`config.mk`:
```
export PLATFORM = sky130hd
export DESIGN_NAME = qdec_evt_irq
export DESIGN_NICKNAME = d
export VERILOG_FILES = /design/src/rtl/qdec_evt_pkg.sv /design/src/rtl/qdec_evt_sum.sv /design/src/rtl/qdec_evt_tally.sv /design/src/rtl/qdec_ctrl_regs.sv /design/src/rtl/qdec_evt_irq.sv
export SDC_FILE = /design/constraint.sdc
export NUM_CORES = 1
export LEC_CHECK = 0
export BUFFER_PORTS_ARGS = -buffer_cell sky130_fd_sc_hd__buf_2
export CAP_MARGIN = 30
export CORE_MARGIN = 2
export CORE_UTILIZATION = 50
export DETAILED_ROUTE_END_ITERATION = 12
export PLACE_DENSITY = 0.83
export SYNTH_ARGS = -nofsm -noshare
export SYNTH_HDL_FRONTEND = slang
export SYNTH_SLANG_ARGS = --single-unit
```
`constraint.sdc`:
```
create_clock -name clk_i -period 5.92 [get_ports clk_i]
set_input_delay 1.184 -clock clk_i [delete_from_list [all_inputs] [get_ports clk_i]]
set_output_delay 1.184 -clock clk_i [all_outputs]
set_load 0.03 [all_outputs]
```
`src/rtl/qdec_evt_pkg.sv`:
```
package qdec_evt_pkg;
  localparam int unsigned CTRL_W   = 16;
  localparam int unsigned EN_BIT   = 0;
  localparam int unsigned STAT_BIT = 1;
  localparam int unsigned CLR_BIT  = 2;
  localparam int unsigned THR_LSB  = 3;
endpackage

```
`src/rtl/qdec_evt_sum.sv`:
```
module qdec_evt_sum #(
  parameter int unsigned N_CH  = 3,
  localparam int unsigned NUM_W = $clog2(N_CH + 1)
) (
  input  logic [N_CH-1:0]  evt_i,
  output logic [NUM_W-1:0] num_o
);
  always_comb begin
    num_o = '0;
    for (int i = 0; i < int'(N_CH); i++) num_o = num_o + NUM_W'(evt_i[i]);
  end
endmodule

```
`src/rtl/qdec_evt_tally.sv`:
```
module qdec_evt_tally #(
  parameter int unsigned N_CH  = 3,
  parameter int unsigned THR_W = 11,
  localparam int unsigned NUM_W = $clog2(N_CH + 1),
  localparam int unsigned TAL_W = THR_W + 1
) (
  input  logic             clk_i,
  input  logic             rst_ni,
  input  logic             clr_i,
  input  logic [NUM_W-1:0] num_i,
  input  logic [THR_W-1:0] thr_i,
  output logic [TAL_W-1:0] tally_o,
  output logic             hit_o
);
  logic [TAL_W-1:0] tally_q, base, nxt, limit;
  logic [TAL_W:0]   sum;

  always_comb begin
    base  = clr_i ? '0 : tally_q;
    sum   = {1'b0, base} + (TAL_W + 1)'(num_i);
    nxt   = sum[TAL_W] ? '1 : sum[TAL_W-1:0];
    limit = {1'b0, thr_i} + TAL_W'(1);
    hit_o = (base < limit) && (nxt >= limit);
  end

  always_ff @(posedge clk_i or negedge rst_ni)
    if (!rst_ni) tally_q <= '0;
    else         tally_q <= nxt;

  assign tally_o = tally_q;

  p_step_r1: assert property (@(posedge clk_i) disable iff (!rst_ni)
    !clr_i |=> (int'(tally_q) - int'($past(tally_q)) >= 0) &&
               (int'(tally_q) - int'($past(tally_q)) <= int'(N_CH)));
  p_no_overflow_r2: assert property (@(posedge clk_i) disable iff (!rst_ni)
    (!clr_i && tally_q == {TAL_W{1'b1}}) |=> tally_q == {TAL_W{1'b1}});
  p_clr_r3: assert property (@(posedge clk_i) disable iff (!rst_ni)
    clr_i |=> int'(tally_q) <= int'(N_CH));
endmodule

```
`src/rtl/qdec_ctrl_regs.sv`:
```
module qdec_ctrl_regs
  import qdec_evt_pkg::*;
#(
  parameter int unsigned THR_W = 11
) (
  input  logic              clk_i,
  input  logic              rst_ni,
  input  logic              wr_i,
  input  logic [CTRL_W-1:0] wdata_i,
  input  logic              hit_i,
  output logic              en_o,
  output logic [THR_W-1:0]  thr_o,
  output logic              status_o,
  output logic              cnt_clr_o
);
  logic en_q, st_q;
  logic [THR_W-1:0] thr_q;
  logic st_clr;

  assign st_clr    = wr_i & wdata_i[STAT_BIT];
  assign cnt_clr_o = wr_i & wdata_i[CLR_BIT];

  always_ff @(posedge clk_i or negedge rst_ni)
    if (!rst_ni) begin
      en_q  <= 1'b0;
      thr_q <= '0;
    end else if (wr_i) begin
      en_q  <= wdata_i[EN_BIT];
      thr_q <= wdata_i[THR_LSB +: THR_W];
    end

  // set beats clear
  always_ff @(posedge clk_i or negedge rst_ni)
    if (!rst_ni)     st_q <= 1'b0;
    else if (hit_i)  st_q <= 1'b1;
    else if (st_clr) st_q <= 1'b0;

  assign en_o     = en_q;
  assign thr_o    = thr_q;
  assign status_o = st_q;

  p_set_r4: assert property (@(posedge clk_i) disable iff (!rst_ni)
    hit_i |=> st_q);
  p_clr_r5: assert property (@(posedge clk_i) disable iff (!rst_ni)
    (st_clr && !hit_i) |=> !st_q);
  p_hold_r5: assert property (@(posedge clk_i) disable iff (!rst_ni)
    (!st_clr && !hit_i) |=> $stable(st_q));
  p_wr_r7: assert property (@(posedge clk_i) disable iff (!rst_ni)
    wr_i |=> (en_q == $past(wdata_i[EN_BIT])));
endmodule

```
`src/rtl/qdec_evt_irq.sv`:
```
module qdec_evt_irq
  import qdec_evt_pkg::*;
#(
  parameter int unsigned N_CH  = 3,
  parameter int unsigned CNT_W = 8,
  parameter int unsigned THR_W = 11
) (
  input  logic              clk_i,
  input  logic              rst_ni,
  input  logic [N_CH-1:0]   evt_i,
  input  logic              wr_i,
  input  logic [CTRL_W-1:0] wdata_i,
  output logic [CTRL_W-1:0] ctrl_o,
  output logic [CNT_W-1:0]  count_o,
  output logic              status_o,
  output logic              irq_o
);
  localparam int unsigned NUM_W = $clog2(N_CH + 1);
  localparam int unsigned TAL_W = THR_W + 1;

  logic [NUM_W-1:0] num;
  logic [TAL_W-1:0] tally;
  logic [THR_W-1:0] thr;
  logic en, st, hit, cnt_clr;

  qdec_evt_sum #(.N_CH(N_CH)) u_sum (.evt_i(evt_i), .num_o(num));

  qdec_evt_tally #(.N_CH(N_CH), .THR_W(THR_W)) u_tally (
    .clk_i, .rst_ni, .clr_i(cnt_clr), .num_i(num), .thr_i(thr),
    .tally_o(tally), .hit_o(hit));

  qdec_ctrl_regs #(.THR_W(THR_W)) u_regs (
    .clk_i, .rst_ni, .wr_i, .wdata_i, .hit_i(hit),
    .en_o(en), .thr_o(thr), .status_o(st), .cnt_clr_o(cnt_clr));

  generate
    if (CNT_W < TAL_W) begin : g_clamp
      assign count_o = (|tally[TAL_W-1:CNT_W]) ? '1 : tally[CNT_W-1:0];
    end else begin : g_wide
      assign count_o = CNT_W'(tally);
    end
  endgenerate

  always_comb begin
    ctrl_o = '0;
    ctrl_o[EN_BIT]                = en;
    ctrl_o[STAT_BIT]              = st;
    ctrl_o[THR_LSB +: THR_W]      = thr;
  end

  assign status_o = st;
  assign irq_o    = st & en;

  p_irq_r6: assert property (@(posedge clk_i) disable iff (!rst_ni)
    irq_o |-> status_o);
endmodule

```
==> impl_metrics.yaml <==
flow_run:
  drv_cap: 0
critical_path:
  arrival_ps: 5060
  crit_type: "input pin to flip-flop"
  cp-start-kind: "input pin"
  end_kind: "flip-flop"
  critPathMaxFanout: 20
  required_ps: 6070
  reg2reg_depth: 14
hold_path:
  hold_path_class: "flip-flop to flip-flop"
  min_path_cells: 2
global_routing:
  grt_pass1_wl_um: 6710
  grt_pass1_vias: 1526
  grt_max_degree: 26
  grtUsageTotal_pct: 19.6
  grt.overflow.total: 0
  antenna_found_initial: 0
drt:
  final_antenna_net_count: 0
  dr.pass1.iters: 4
  vias: 1565
  drt_iter0_drc: 63
  via_per_inst: 5.43
  drcViolationCount: 0
  routed_wl_um: 3990
  routedWlPerCell_um: 13.9
final_layout:
  n_fill_cell: 359
  antenna_cells: 0
  drive_gt1_share_pct: 27.5
  area_delta_synth_final_pct: 13.2
  num-nets-final: 291
floorplanning:
  core_um2: 3720
  io_pins: 48
  start_util_pct: 53.0
  die_area_um2: 4460
  dieHeight_um: 66.8
  rows: 22
  die_x_um: 66.8
timing:
  worstMarginPinSlew_ps: 628
  period_needed_ps: 4920
  setup_viol: 0
  finClkSkew_ps: 1.63
  post-route-period-util_pct: 83.1
  final_max_slew_viol_count: 0
  rsz0062_at_grt: "no"
  hold_viol_final: 0
  slew_headroom_pct: 57.8
  fmaxAchievable_ghz: 0.203
  fin_setup_tns_ps: 0
logic_synthesis:
  synth_area_leaders: "dfrtp_1 (32%), ha_1 (17%), mux2_2 (5.7%)"
  synth_edf_count: 0
  synth_seq_area_share_pct: 31.8
  yosys.area.top_type: "dfrtp_1"
  synthArstFlopShare_pct: 100
  synth_top_area_share_pct: 31.8
  synth_flop_cell: "dfrtp_1"
  netlist-cell-type-count: 45
  syn_area_um2: 1970
  ys_warn_count: 0
  synth_seq_cells: 25
  synthCells: 200
  synth_common_cells: "ha_1 (26), dfrtp_1 (25), nand2_1 (23)"
  syn_area_per_cell_um2: 9.85
  yosysMostFrequentCell: "ha_1"
cts:
  clock_latency_ps: 270
  ctsRootBufferMaster: "clkbuf_8"
  htree_levels: 1
  clock_path_buffers: 2
  cts_made_buffers: 3
  cts_sinks: 25
  path_clk_slew_ps: 80
  cts_tree: "done"
  post-cts-setup-buffers: 0
  hold_buffers: 0
  cts-resized-gates: 0
power:
  leakagePower_uw: 0.00117
  peakVddDrop_v: 0.000149
  power.total_uw: 626
  power.density_nw_per_um2: 281
status:
  status: "finished clean"
placement:
  hpwl_um: 3250
  port_buffers: 42
  place.gp.congestion: 0.828
[worst paths after layout]
check                                           end  slack [ps]               start
worst max-delay path                u_regs.status_o        1000                wr_i
worst min-delay path                u_regs.status_o         530     u_regs.status_o
worst max register to register      u_regs.status_o        2190  u_tally.tally_o[0]
worst min register to register      u_regs.status_o         530     u_regs.status_o
max in group asynchronous       u_tally.tally_o[10]        4670              rst_ni
min in group asynchronous           u_regs.thr_o[0]         890              rst_ni
[flip-flops by register name, summed over array words and instances, names as in the netlist]
register / count
u_regs.en_o: 1
u_regs.status_o: 1
u_regs.thr_o: 11
u_tally.tally_o: 12
[kinds of logic after synthesis]
| logic type | count (synthesis) | synth area share [%] |
|---|---|---|
| muxes | 11 | 6.23 |
| AOI/OAI and AO/OA | 28 | 10.3 |
| DFF | 25 | 31.8 |
| xor gates and xnor gates | 17 | 7.56 |
| other | 1 | 0.190 |
| and+or+nand+nor | 75 | 20.8 |
| adders and majority gates | 28 | 18.6 |
| buffers and inverters | 15 | 4.57 |
[critical path: stages]
cell,delay [ps]
buf_2,360
nand2_2,210
and2_4,230
fa_1,430
ha_1,220
fa_1,420
nand3_1,200
nor2_2,70
nand4_2,240
nand2_1,140
ha_1,310
a211o_1,290
a31oi_1,200
o221ai_1,150
a221oi_1,300
o31ai_1,100
[per-layer routing]
| layer | routed length (um) | share of wire [%] | vias to the layer above | GRT usage, % |
|---|---|---|---|---|
| met5 | 0 | 0 | - | 0 |
| met4 | 49 | 1.2 | 0 | 5.36 |
| met3 | 221 | 5.5 | 7 | 2.70 |
| met2 | 1810 | 45 | 50 | 32.6 |
| met1 | 1910 | 48 | 725 | 26.7 |
| li1 | - | - | 783 | - |
[cell usage in the layout (no fill, tap or decap), drive strengths merged, types with 2 or more instances in the layout]
| cell type | netlist | routed |
|---|---|---|
| nand2 | 24 | 24 |
| a21boi | 3 | 3 |
| and2 | 7 | 7 |
| nand2b | 9 | 9 |
| nand4 | 5 | 5 |
| o221ai | 2 | 2 |
| buf | 7 | 42 |
| nor3 | 4 | 4 |
| nor2b | 2 | 2 |
| dfrtp | 25 | 25 |
| and3 | 2 | 2 |
| clkbuf | 1 | 4 |
| ha | 26 | 26 |
| mux2 | 10 | 10 |
| o21ai | 6 | 6 |
| o31ai | 2 | 2 |
| and4 | 2 | 2 |
| fa | 2 | 2 |
| xor2 | 6 | 6 |
| inv | 7 | 7 |
| a21o | 2 | 2 |
| nand3 | 8 | 8 |
| xnor2 | 11 | 11 |
| nor2 | 9 | 9 |
| conb | 1 | 3 |
| a21oi | 7 | 7 |
[stage by stage]
stage	hold WS (ps)	instances	setup slack (ps)	cell area, um^2	util [%]
after detailed placement	523	284	722	2180	58.8
after CTS	543	288	987	2230	60.0
after floorplan	496	202	1540	1980	-
after global routing	557	288	760	2230	60.0
after global placement	518	284	780	2180	58.8
final	528	288	1000	2230	60.0
[where the power goes]
group	switching, uW	internal, uW	leakage [uW]
logic	183	123	0.000833
clock network	53.6	48.2	0.0000228
registers	22.5	196	0.000315
total	259	367	0.00117
[final cells by class]
type	instances	area [um^2]	area share, %
clock buffers	4	45.0	2.02
repair buffers	42	210	9.43
multi-input cells	162	1260	56.6
inverters	7	26.3	1.18
well taps	48	60.1	2.70
flip-flops and latches	25	626	28.1
Note: power is estimated with default switching activity, not from simulation.
